File: src/rtl/cmd_tx_seq.sv
module cmd_tx_seq #(
  parameter int LEN_W = 11,
  parameter logic [7:0] STS_ADDR = 8'h18,
  parameter logic [7:0] DATA_ADDR = 8'h24,
  parameter longint unsigned BURST_TMO = 64'd500_000_000,
  parameter longint unsigned WAIT_TMO = 64'd30_000_000_000
) (
  input  logic             clk,
  input  logic             rst_n,
  input  logic             start,
  input  logic [LEN_W-1:0] cmd_len,
  output logic [LEN_W-1:0] buf_addr,
  input  logic [7:0]       buf_data,
  output logic             reg_req,
  output logic             reg_we,
  output logic [7:0]       reg_addr,
  output logic [7:0]       reg_wdata,
  input  logic [7:0]       reg_rdata,
  input  logic             reg_ack,
  output logic             busy,
  output logic             done,
  output logic             err,
  output logic [7:0]       err_code
);
  localparam longint unsigned TMO_MAX = (WAIT_TMO > BURST_TMO) ? WAIT_TMO : BURST_TMO;
  localparam int TMO_W = $clog2(TMO_MAX + 1);
  localparam logic [TMO_W-1:0] BURST_LIM = TMO_W'(BURST_TMO);
  localparam logic [TMO_W-1:0] WAIT_LIM = TMO_W'(WAIT_TMO);

  typedef enum logic [3:0] {
    S_IDLE, S_CHK, S_ABORT, S_WAIT, S_BLO, S_BHI, S_CHUNK, S_LAST, S_GO
  } state_t;
  typedef enum logic [1:0] {K_RDY, K_EXP, K_VAL} kind_t;

  state_t           state;
  kind_t            kind;
  logic [LEN_W-1:0] len_q, idx;
  logic [15:0]      left;
  logic [7:0]       blo, code_q, mask;
  logic [TMO_W-1:0] tmo;
  logic             done_q, err_q;

  always_comb begin
    case (kind)
      K_RDY:   mask = 8'h40;
      K_EXP:   mask = 8'h88;
      default: mask = 8'h80;
    endcase
  end

  wire              met     = (reg_rdata & mask) == mask;
  wire [15:0]       bcnt    = {reg_rdata, blo};
  wire [LEN_W-1:0]  last_ix = len_q - LEN_W'(1);
  wire [LEN_W-1:0]  nxt_ix  = idx + LEN_W'(1);

  assign busy      = state != S_IDLE;
  assign reg_req   = busy;
  assign reg_we    = state inside {S_ABORT, S_CHUNK, S_LAST, S_GO};
  assign reg_addr  = (state inside {S_CHUNK, S_LAST}) ? DATA_ADDR :
                     (state == S_BLO) ? STS_ADDR + 8'd1 :
                     (state == S_BHI) ? STS_ADDR + 8'd2 : STS_ADDR;
  assign reg_wdata = (state == S_ABORT) ? 8'h40 :
                     (state == S_GO) ? 8'h20 :
                     (state inside {S_CHUNK, S_LAST}) ? buf_data : 8'h00;
  assign buf_addr  = (state == S_LAST) ? last_ix : idx;
  assign done      = done_q;
  assign err       = err_q;
  assign err_code  = code_q;

  always_ff @(posedge clk) begin
    if (!rst_n) begin
      state  <= S_IDLE;
      kind   <= K_RDY;
      len_q  <= '0;
      idx    <= '0;
      left   <= '0;
      blo    <= '0;
      code_q <= '0;
      tmo    <= '0;
      done_q <= 1'b0;
      err_q  <= 1'b0;
    end else begin
      done_q <= 1'b0;
      err_q  <= 1'b0;
      if (tmo != '1) tmo <= tmo + 1'b1;
      case (state)
        S_IDLE:
          if (start && cmd_len != '0) begin
            len_q  <= cmd_len;
            idx    <= '0;
            code_q <= '0;
            state  <= S_CHK;
          end
        S_CHK:
          if (reg_ack) begin
            if (reg_rdata[6]) begin
              tmo   <= '0;
              state <= (len_q == LEN_W'(1)) ? S_LAST : S_BLO;
            end else begin
              state <= S_ABORT;
            end
          end
        S_ABORT:
          if (reg_ack) begin
            tmo   <= '0;
            kind  <= K_RDY;
            state <= S_WAIT;
          end
        S_WAIT:
          if (reg_ack) begin
            if (met) begin
              tmo <= '0;
              case (kind)
                K_RDY: state <= (len_q == LEN_W'(1)) ? S_LAST : S_BLO;
                K_EXP: state <= (idx == last_ix) ? S_LAST : S_BLO;
                default:
                  if (reg_rdata[3]) begin
                    state  <= S_IDLE;
                    done_q <= 1'b1;
                    err_q  <= 1'b1;
                    code_q <= reg_rdata;
                  end else begin
                    state <= S_GO;
                  end
              endcase
            end else if (tmo >= WAIT_LIM) begin
              state  <= S_IDLE;
              done_q <= 1'b1;
              err_q  <= 1'b1;
              code_q <= reg_rdata;
            end
          end
        S_BLO:
          if (reg_ack) begin
            blo   <= reg_rdata;
            state <= S_BHI;
          end
        S_BHI:
          if (reg_ack) begin
            if (bcnt != 16'd0) begin
              left  <= bcnt;
              state <= S_CHUNK;
            end else if (tmo >= BURST_LIM) begin
              state  <= S_IDLE;
              done_q <= 1'b1;
              err_q  <= 1'b1;
              code_q <= 8'h00;
            end else begin
              state <= S_BLO;
            end
          end
        S_CHUNK:
          if (reg_ack) begin
            idx  <= nxt_ix;
            left <= left - 16'd1;
            if (nxt_ix == last_ix || left == 16'd1) begin
              tmo   <= '0;
              kind  <= K_EXP;
              state <= S_WAIT;
            end
          end
        S_LAST:
          if (reg_ack) begin
            tmo   <= '0;
            kind  <= K_VAL;
            state <= S_WAIT;
          end
        S_GO:
          if (reg_ack) begin
            state  <= S_IDLE;
            done_q <= 1'b1;
          end
        default: state <= S_IDLE;
      endcase
    end
  end
endmodule

File: config.mk
export PLATFORM = sky130hd
export DESIGN_NAME = cmd_tx_seq
export DESIGN_NICKNAME = d
export VERILOG_FILES = /design/src/rtl/cmd_tx_seq.sv
export SDC_FILE = /design/constraint.sdc
export NUM_CORES = 1
export LEC_CHECK = 0
export BUFFER_PORTS_ARGS = -buffer_cell sky130_fd_sc_hd__clkbuf_2
export CELL_PAD_IN_SITES_DETAIL_PLACEMENT = 0
export CELL_PAD_IN_SITES_GLOBAL_PLACEMENT = 1
export CORE_MARGIN = 2
export CORE_UTILIZATION = 39
export DETAILED_ROUTE_END_ITERATION = 8
export PLACE_DENSITY_LB_ADDON = 0.1
export SETUP_SLACK_MARGIN = 0.05
export SLEW_MARGIN = 20
export SYNTH_ARGS = -nofsm -noshare
export SYNTH_HDL_FRONTEND = slang
export SYNTH_SLANG_ARGS = --single-unit
export TNS_END_PERCENT = 50
File: constraint.sdc
create_clock -name clk -period 3.2 [get_ports clk]
set_input_delay 0.32 -clock clk [delete_from_list [all_inputs] [get_ports clk]]
set_output_delay 0.32 -clock clk [all_outputs]
set_load 0.1 [all_outputs]
==> results of run 1 <==
## cell usage in the layout (no fill, tap or decap), types with 6 or more instances in the layout
master and n:
a211oi_1 12, a21oi_1 46, a31oi_1 8, and2_1 21, and3_1 10, and4_1 6
buf_4 37, clkbuf_16 11, clkbuf_2 67, dfxtp_1 96, ha_1 6, inv_1 17
mux2i_1 26, nand2_1 72, nand3_1 30, nand4_1 22, nor2_1 81, nor2b_1 8
nor3_1 48, nor4_1 22, o21ai_0 47, o21ai_2 10, o22ai_1 6, or3_1 13
or4_1 7, xnor2_1 26, xor2_1 24
## layer usage
| layer | wire length, um | GRT usage [%] | vias to the layer above |
|---|---|---|---|
| met5 | 0 | 0 | - |
| met4 | 538 | 8.662 | 0 |
| met2 | 8763 | 36.67 | 199 |
| li1 | - | - | 3013 |
| met1 | 8179 | 28.40 | 2870 |
| met3 | 955 | 3.701 | 39 |
## repair_timing
item,in CTS,in global routing
endpoints found under the setup margin,0,38
hold endpoints to repair,0,0
gates resized for setup,0,14
setup buffers,0,4
## worst max-delay path: stages, from the launching register on
cell and delay [ns]:
dfxtp_1 0.33, buf_4 0.16, or4_1 0.62, or4_1 0.55, and2_1 0.19, o221a_2 0.23
nand4_2 0.17, a21oi_4 0.10, buf_12 0.18, clkbuf_16 0.15, nor4_1 0.25
## how the worst max path moves through the flow
| stage | from | endpoint | slack (ns) |
|---|---|---|---|
| 2_1_floorplan | state[2] | reg_we | -0.02 |
| 3_3_place_gp | len_q[1] | tmo[21] | 0.15 |
| 3_5_place_dp | len_q[1] | tmo[21] | 0.07 |
| 4_1_cts | len_q[1] | tmo[21] | 0.06 |
| 5_1_grt | len_q[0] | state[2] | 0.05 |
| 6_report | len_q[0] | tmo[11] | 0.18 |
## state kept, by name, indices dropped and copies added, names as in the netlist
name / cells
left: 16
done: 1
state: 4
blo: 8
len_q: 11
err: 1
tmo: 35
kind: 2
idx: 11
err_code: 8
## through the flow
stage	cell area, um^2	power (mW)	setup WS [ns]	cells	TNS, ns
2_1_floorplan	6081	2.198	-0.01605	796	-0.01605
3_3_place_gp	6670	2.460	0.1476	1031	0
3_5_place_dp	6670	2.469	0.07472	1031	0
4_1_cts	6960	3.545	0.06103	1047	0
5_1_grt	7133	3.794	0.04511	1056	0
6_report	7133	3.605	0.1776	1056	0
## cell families after synthesis
family                     count (synthesis)  share of synthesized area (%)
adders and majority gates                  7                          1.450
other                                      1                        0.06210
muxes                                     29                          4.869
xor gates and xnor gates                  51                          7.625
DFF                                       97                          32.16
AOI/OAI and AO/OA                        174                          17.90
buffers and inverters                     76                          5.553
and+or+nand+nor                          360                          30.38
## final cells by class
type	instances	area (um^2)	area share (%)
clock buffers	10	239.0	3.350
well taps	188	235.2	3.298
multi-input cells	623	3839	53.82
clock inverters	6	51.30	0.7192
inverters	20	75.07	1.052
repair buffers	112	750.7	10.52
flip-flops and latches	97	1943	27.24
## power groups by stage
| stage | registers, mW | clock network [mW] | logic, mW |
|---|---|---|---|
| 5_1_grt | 1.32 | 1.14 | 1.33 |
| 3_3_place_gp | 1.33 | 0 | 1.13 |
| 4_1_cts | 1.31 | 1.10 | 1.14 |
| 2_1_floorplan | 1.32 | 0 | 0.875 |
| 3_5_place_dp | 1.33 | 0 | 1.13 |
| 6_report | 1.31 | 1.07 | 1.23 |
==> results.rst, run 1 <==
.. list-table::
   :header-rows: 1

   * - Metric
     - Value
   * - Outcome
     - finished, final reports clean
   * - Vias in the first global route
     - 5651
   * - H-tree lvl count
     - 3
   * - Share of cells above drive strength 1
     - roughly 18%
   * - Clk_skew
     - 0.007756 ns
   * - Post-detailed-placement half-perimeter wirelength
     - 13.36 mm
   * - Origin of the worst min-delay path
     - cmd_len[10]
   * - Clock latency reported for the late side of the worst-skew pair
     - 0.35 ns
   * - Number of instances on the worst hold path
     - 3
   * - Number of cells produced by synthesis
     - 795
   * - Post-synthesis cell type count
     - between 60 and 70
   * - CTS root buffer
     - clkbuf_16
   * - Final-report max-slew violation count
     - 0
   * - Number of antenna cells inserted
     - 0
   * - Total GRT Usage
     - around 22%
   * - Boundary pin count
     - between 70 and 80
   * - Number of buffers inserted during clock tree synthesis
     - 9
   * - X dimension of the die
     - between 100 and 150 um
   * - Synth area leaders
     - dfxtp_1 32%, nor2_1 5.0%, o21ai_0 4.8%
   * - Cell type with the highest aggregate area in the netlist
     - dfxtp_1
   * - Maximum number of pins on one net before global-route repair
     - 36
   * - Total number of clock tree sinks
     - 97
   * - Remaining number of nets flagged by the antenna check after routing
     - 0
   * - Syn Std Cell Area
     - slightly above 6000 um^2
   * - Layout Nets
     - ~900
   * - Crit path required time
     - about 3.5 ns
   * - Final hold vios
     - 0
   * - Post-detailed-route wirelength per cell
     - around 17 um
   * - End of the worst register-to-register path
     - tmo[11]
   * - Longest Clk Path Bufs
     - 2
   * - CP Data Arrival Time
     - approximately 3.3 ns
   * - List of most frequent post-synthesis cells
     - 97 x dfxtp_1, 81 x nor2_1, 72 x nand2_1
   * - Most used flip-flop cell after synthesis
     - dfxtp_1
   * - Category of the critical setup timing path
     - register to register
   * - Total leakage power
     - 2.786 nW
   * - Vertical die dimension
     - around 130 um
   * - Internal power
     - approximately 2.3 mW
   * - First drt pass iteration count
     - 7
   * - Hold Path Sink
     - len_q[10]
   * - Kind of launch point of the worst setup path
     - register
   * - CTS tree
     - built
   * - Worst slew margin relative to its limit
     - 35.45%
   * - Transition time at the pin with the least slew margin
     - 0.9608 ns
   * - Global-route wire length before repair
     - roughly 29 mm
   * - HP Class
     - primary input to register
   * - Clock share of power
     - between 20% and 30%
   * - Count of hold-fix buffers inserted at cts
     - 0
   * - Post-synthesis sequential element count
     - 97
   * - Final Routed Wirelength
     - 18.44 mm
   * - Dominant cell by count in the synthesized netlist
     - dfxtp_1
   * - Post-Route Hold Slack
     - around 0.22 ns
   * - Yosys top cell area share
     - 32.16%
   * - Share of the yosys chip area belonging to registers
     - approximately a third
   * - Maximum fanout count along the critical path
     - 6
   * - Switching component of the power
     - between 1 and 1.5 mW
   * - Post-layout utilization of the core
     - a little under half
   * - Via total after detailed routing
     - 6121
   * - CP Capture Type
     - register
   * - Final Critical Period
     - 3.022 ns
   * - Post-route fraction of the period consumed by the critical path
     - between 90% and 100%
   * - Power share of the sequential group
     - a little over a third
   * - Count of flip-flops with a built-in enable after synthesis
     - 0
   * - Iter 0 DRT Violations
     - around 390
   * - DRC
     - 0
   * - Synth-to-layout area growth
     - 18.13%
   * - Number of warnings printed during yosys synthesis
     - 0
   * - Vias per cell
     - roughly 5.8
   * - RD Place Congestion
     - between 0.8 and 0.9
   * - Initial antenna violation count
     - 0
   * - Residual overflow from global routing
     - 0
   * - Async SR Flop Fraction
     - 0%
   * - FP Rows
     - 45
   * - Maxcap violations
     - 0
   * - Initial Utilization
     - ~40%
   * - Achievable clock frequency
     - 0.3309 GHz
   * - Area enclosed by the die boundary
     - approximately 16000 um^2
   * - Avg Synthesized Cell Area
     - around 7.6 um^2
   * - Number of buffers added on ports
     - 68
   * - RSZ-0062 raised after global routing
     - yes
   * - Final setup viols
     - 0
   * - Worst reg-to-reg setup slack
     - approximately 0.18 ns
   * - Number of filler instances in the final layout
     - 1563
   * - Register clock-pin slew on the reported worst setup and hold paths
     - approximately 0.07 ns
   * - Reg2Reg Launch Point
     - len_q[0]
   * - Floorplan Core Area
     - between 15000 and 20000 um^2
   * - Worst-case reg-to-reg path depth
     - 10
   * - Total power density per cell area
     - 505.3 nW/um^2
   * - VDD IR max
     - approximately 250 uV
   * - Relative contribution of combinational cells to total power
     - between 30% and 40%
   * - Fraction of power spent switching nets
     - 36.89%
Note: power is estimated with default switching activity, not from simulation.
==> run 2, diff against run 1 <==
Settings changed: ABC_AREA set to 0, RECOVER_POWER set to 100.
==> results.rst, run 2 (same netlist as run 1, synthesis figures left out) <==
.. list-table::
   :header-rows: 1

   * - Metric
     - Value
   * - Largest stage delay on the critical path
     - roughly 0.63 ns
   * - Clk_skew
     - approximately 0.008 ns
   * - Crit path required time
     - around 3.5 ns
   * - RD Place Congestion
     - between 0.8 and 0.9
   * - FP Rows
     - 45
   * - Share of cells above drive strength 1
     - between 10% and 20%
   * - Number of antenna cells inserted
     - 0
   * - CTS tree
     - built
   * - Post-placement cell count
     - approximately 1000
   * - Final hold vios
     - 0
   * - Total power density per cell area
     - between 500 and 600 nW/um^2
   * - Post-Layout Cell Count
     - 1056
   * - Largest Register
     - tmo
   * - Vias per cell
     - approximately 5.8
   * - Area enclosed by the die boundary
     - ~16000 um^2
   * - Synth-to-layout area growth
     - 16.62%
   * - Vias in the first global route
     - about 5700
   * - Achievable clock frequency
     - 0.3279 GHz
   * - CP delay by family, top
     - simple AND/OR/NAND/NOR gates
   * - Commonest non-fill, non-tap cells in the layout
     - 96 x dfxtp_1, 81 x nor2_1, 72 x nand2_1
   * - Regs by FF count
     - tmo: 35 flops, left: 16 flops
   * - Crit path cell chain
     - buf_4, or4_1, or4_1, and2_0, o221a_2, nand4_2, a21oi_4, buf_12, clkbuf_2, nor4_1
   * - Remaining number of nets flagged by the antenna check after routing
     - 0
   * - Worst slew margin relative to its limit
     - approximately a fifth
   * - Kind of launch point of the worst setup path
     - register
   * - Maxcap violations
     - 0
   * - H-tree lvl count
     - 3
   * - Maximum fanout count along the critical path
     - 6
   * - CTS root buffer
     - clkbuf_16
   * - Outcome
     - finished, final reports clean
   * - Total GRT Usage
     - 21.98%
   * - Register clock-pin slew on the reported worst setup and hold paths
     - 0.07 ns
   * - Final Routed Wirelength
     - around 18 mm
   * - Total leakage power
     - about 2.7 nW
   * - Post-Route Hold Slack
     - ~0.22 ns
   * - Floorplan Core Area
     - approximately 15000 um^2
   * - Boundary pin count
     - 71
   * - Final-report max-slew violation count
     - 0
   * - Iter 0 DRT Violations
     - 359
   * - RSZ-0062 raised after global routing
     - yes
   * - CP Data Arrival Time
     - around 3.3 ns
   * - Number of filler instances in the final layout
     - between 1500 and 2000
   * - Vertical die dimension
     - 128.4 um
   * - Bufs and invs on worst path
     - 3
   * - Cell seen most often among critical-path stages
     - or4_1
   * - Maximum number of pins on one net before global-route repair
     - 36
   * - Clock latency reported for the late side of the worst-skew pair
     - around 0.35 ns
   * - Number of buffers inserted during clock tree synthesis
     - 9
   * - Post-detailed-route wirelength per cell
     - about 17 um
   * - Via total after detailed routing
     - between 6000 and 7000
   * - Slowest cell on the critical path
     - or4_1
   * - Max reg flops
     - 35
   * - VDD IR max
     - roughly 250 uV
   * - Post-detailed-placement half-perimeter wirelength
     - 13.36 mm
   * - Transition time at the pin with the least slew margin
     - about 1.2 ns
   * - Residual overflow from global routing
     - 0
   * - HP Class
     - primary input to register
   * - CP Capture Type
     - register
   * - Worst reg-to-reg setup slack
     - ~0.15 ns
   * - Final Critical Period
     - about 3.1 ns
   * - Initial Utilization
     - between 30% and 40%
   * - Post-layout utilization of the core
     - between 40 and 50%
   * - Number of buffers added on ports
     - just under 70
   * - Initial antenna violation count
     - 0
   * - Count of hold-fix buffers inserted at cts
     - 0
   * - Total number of clock tree sinks
     - 97
   * - Final setup viols
     - 0
   * - Layout Nets
     - between 900 and 1000
   * - DRC
     - 0
   * - Most common cell after layout, fill and taps aside
     - dfxtp_1
   * - Post-route fraction of the period consumed by the critical path
     - between 90 and 100%
   * - Category of the critical setup timing path
     - register to register
   * - Global-route wire length before repair
     - between 20 and 30 mm
   * - X dimension of the die
     - 128.4 um
   * - First drt pass iteration count
     - 5
   * - Longest Clk Path Bufs
     - 2
==> run 2: cell types whose count changed in the layout (fill, tap and decap cells not counted), sizes merged <==
cell | previous run | this run
buf | 43 | 31
clkbuf | 79 | 91
==> run 2: report_power, final <==
group	internal (mW)	switching (mW)	leakage (nW)
Clock	0.559	0.510	0.133
Sequential	1.25	0.0563	0.784
Combinational	0.439	0.761	1.74
==> run 2: cell type report <==
class	instances	area (um^2)	share of cell area (%)
clock buffers	10	239.0	3.394
clock inverters	6	51.30	0.7285
inverters	20	75.07	1.066
multi-input cells	623	3816	54.19
flip-flops and latches	97	1943	27.59
well taps	188	235.2	3.340
repair buffers	112	681.9	9.684
==> run 2: stage by stage <==
step	cell area [um^2]	setup TNS [ns]	setup WS [ns]	power, mW
global placement	6670	0	0.1476	2.460
global route	7042	0	0.02504	3.761
finish	7042	0	0.1499	3.577
floorplan	6081	-0.01605	-0.01605	2.198
CTS	6960	0	0.06103	3.545
detailed placement	6670	0	0.07472	2.469
==> run 2: path summary, 6_finish.rpt <==
| kind | to | cells past startpoint | startpoint |
|---|---|---|---|
| worst max-delay path | tmo[10] | 10 | len_q[0] |
| worst min-delay path | len_q[10] | 3 | cmd_len[10] |
| worst max register to register | tmo[10] | 10 | len_q[0] |
| worst min register to register | left[15] | 2 | left[15] |
==> run 2: metal layers <==
metal,global-route usage [%],wire (um),up-vias
li1,-,-,3014
met1,28.40,8252,2890
met2,36.67,8779,184
met3,3.701,944,31
met4,8.662,490,0
met5,0,0,-
==> run 2: worst reg2reg max path, delay by kind of cell (launching register included) <==
family / cells / cell delay (ns)
AO/OA/AOI/OAI: 2 / 0.34
buffers and inverters: 3 / 0.48
flip-flops: 1 / 0.33
AND/OR/NAND/NOR: 5 / 1.82
==> run 2: repair_timing <==
action	4_1_cts	5_1_grt
setup endpoints to repair	0	38
gates resized for setup	0	14
setup buffers	0	4
==> run 3, diff against run 2 <==
Settings changed: CORE_UTILIZATION 39 to 43.
Clock period 3.2 ns to 2.9 ns, I/O delays scaled along.
==> results.rst, run 3 (same netlist as run 1, synthesis figures left out) <==
.. list-table::
   :header-rows: 1

   * - Metric
     - Value
   * - X dimension of the die
     - approximately 120 um
   * - Register clock-pin slew on the reported worst setup and hold paths
     - about 0.06 ns
   * - Vias in the first global route
     - between 5000 and 6000
   * - Final Routed Wirelength
     - 18.57 mm
   * - Clock latency reported for the late side of the worst-skew pair
     - about 0.35 ns
   * - CP Capture Type
     - register
   * - Max reg flops
     - 35
   * - Switching component of the power
     - about 1.5 mW
   * - DRC
     - 0
   * - Synth-to-layout area growth
     - 24.10%
   * - Clock share of power
     - around 31%
   * - Floorplan Core Area
     - ~14000 um^2
   * - Final-report max-slew violation count
     - 0
   * - Crit path cell chain
     - inv_2, ha_4, or4b_4, o31a_1, or4_4, a221oi_4, nand4_4, buf_6, buf_6, a21oi_4, mux2i_1
   * - Transition time at the pin with the least slew margin
     - 1.181 ns
   * - Placed instance area
     - slightly above 7000 um^2
   * - Total leakage power
     - ~2.8 nW
   * - Regs by FF count
     - tmo: 35 flops, left: 16 flops
   * - Most common cell after layout, fill and taps aside
     - dfxtp_1
   * - Post-detailed-route wirelength per cell
     - 17.56 um
   * - Maxcap violations
     - 0
   * - Reg2Reg Launch Point
     - len_q[0]
   * - First drt pass iteration count
     - 6
   * - Largest Register
     - tmo
   * - Fraction of power spent switching nets
     - around 36%
   * - CTS tree
     - built
   * - RD Place Congestion
     - a little over 0.9
   * - Initial antenna violation count
     - 0
   * - Slowest cell on the critical path
     - or4b_4
   * - Via total after detailed routing
     - approximately 6200
   * - Remaining number of nets flagged by the antenna check after routing
     - 0
   * - Total GRT Usage
     - between 20% and 30%
   * - Area enclosed by the die boundary
     - ~15000 um^2
   * - Total number of clock tree sinks
     - 97
   * - Number of buffers added on ports
     - 68
   * - Worst slew margin relative to its limit
     - 21.60%
   * - Number of buffers inserted during clock tree synthesis
     - 9
   * - Iter 0 DRT Violations
     - ~470
   * - End of the worst register-to-register path
     - state[2]
   * - Number of antenna cells inserted
     - 0
   * - Post-route fraction of the period consumed by the critical path
     - around 100%
   * - Maximum number of pins on one net before global-route repair
     - 42
   * - Boundary pin count
     - 71
   * - Commonest non-fill, non-tap cells in the layout
     - 95 x dfxtp_1, 81 x nor2_1, 72 x nand2_1
   * - VDD IR max
     - between 300 and 400 uV
   * - H-tree lvl count
     - 3
   * - Internal power
     - 2.730 mW
   * - CTS root buffer
     - clkbuf_16
   * - Clk_skew
     - between 0.009 and 0.01 ns
   * - Hold Path Sink
     - len_q[3]
   * - Post-detailed-placement half-perimeter wirelength
     - roughly 13 mm
   * - Maximum fanout count along the critical path
     - 2
   * - Category of the critical setup timing path
     - register to register
   * - Total power density per cell area
     - approximately 570 nW/um^2
   * - Vias per cell
     - slightly below 6
   * - HP Class
     - primary input to register
   * - Worst reg-to-reg setup slack
     - 0.004 ns
   * - Initial Utilization
     - 43.84%
   * - Achievable clock frequency
     - 0.3454 GHz
   * - Residual overflow from global routing
     - 0
   * - Number of instances on the worst hold path
     - 3
   * - Final Cell Area
     - around 7500 um^2
   * - Crit path required time
     - 3.17 ns
   * - FP Rows
     - 43
   * - Longest Clk Path Bufs
     - 2
   * - Global-route wire length before repair
     - 30.32 mm
   * - Total design power
     - 4.245 mW
   * - Cell seen most often among critical-path stages
     - buf_6
   * - Power share of the sequential group
     - about 34%
   * - Kind of launch point of the worst setup path
     - register
   * - Relative contribution of combinational cells to total power
     - 34.7%
   * - Largest stage delay on the critical path
     - 0.46 ns
   * - Outcome
     - finished, final reports clean
   * - Origin of the worst min-delay path
     - cmd_len[3]
   * - Final setup viols
     - 0
   * - Count of hold-fix buffers inserted at cts
     - 0
   * - Share of cells above drive strength 1
     - a little under a fifth
   * - Post-Route Hold Slack
     - between 0.15 and 0.2 ns
   * - Final hold vios
     - 0
   * - Layout Nets
     - slightly above 900
   * - Vertical die dimension
     - around 120 um
   * - RSZ-0062 raised after global routing
     - yes
   * - Final Critical Period
     - around 2.9 ns
   * - Worst-case reg-to-reg path depth
     - 11
   * - CP Data Arrival Time
     - 3.17 ns
run 3: cell count changes in the layout (fill, tap and decap cells not counted), sizes merged:
cell / delta
clkinvlp: -1
buf: +21
clkbuf: -12
inv: -1
bufinv: +2
run 3: critical path: cells and delay by family (launching register included):
kind / cells / cell delay, ns
AOI/OAI and AO/OA: 3 / 0.75
adders and majority gates: 1 / 0.13
buffers and inverters: 3 / 0.34
DFF: 1 / 0.34
muxes: 1 / 0.20
and+or+nand+nor: 3 / 1.08
run 3: stage by stage:
stage | setup slack (ns) | instances | utilization [%] | setup TNS (ns)
6_report | 0.004415 | 1057 | 54.41 | 0
5_1_grt | -0.06302 | 1057 | 54.41 | -0.8371
4_1_cts | 0.01821 | 1058 | 55.41 | 0
3_3_place_gp | -0.005793 | 1029 | 51.11 | -0.005793
2_1_floorplan | -0.09512 | 796 | - | -2.106
3_5_place_dp | -0.08966 | 1029 | 51.11 | -2.048
run 3: timing repair:
item	4_1_cts	5_1_grt
gates resized for setup	23	6
pin swaps	12	4
buffers inserted	10	0
cloned	3	0
endpoints found under the setup margin	39	41
run 3: worst max path at each step:
stage	from	to	cells past startpoint
6_report	len_q[0]	state[2]	11
5_1_grt	len_q[0]	state[2]	11
4_1_cts	len_q[0]	tmo[19]	11
3_5_place_dp	len_q[1]	tmo[21]	10
3_3_place_gp	len_q[0]	tmo[21]	10
2_1_floorplan	state[3]	buf_addr[0]	7
run 3: metal layers:
metal / up-vias / routed length, um / track usage [%]
li1: 3028 / - / -
met1: 2967 / 8168 / 31.94
met2: 134 / 9326 / 44.97
met3: 31 / 646 / 4.507
met4: 0 / 425 / 8.118
met5: - / 0 / 0
run 3: cell type report:
type                    count  area (um^2)
clock buffers              10        239.0
clock inverters             6        88.84
fillers                  1371         6280
inverters                  20        75.07
multi-input cells         623         4056
flip-flops and latches     97         1947
well taps                 180        225.2
repair buffers            121        862.1
run 3: power by group through the flow:
stage	sequential [mW]	combinational (mW)	clock, mW
finish	1.45	1.47	1.32
global route	1.46	1.59	1.40
CTS	1.45	1.49	1.35
detailed placement	1.48	1.31	0
global placement	1.47	1.29	0
floorplan	1.46	1.02	0
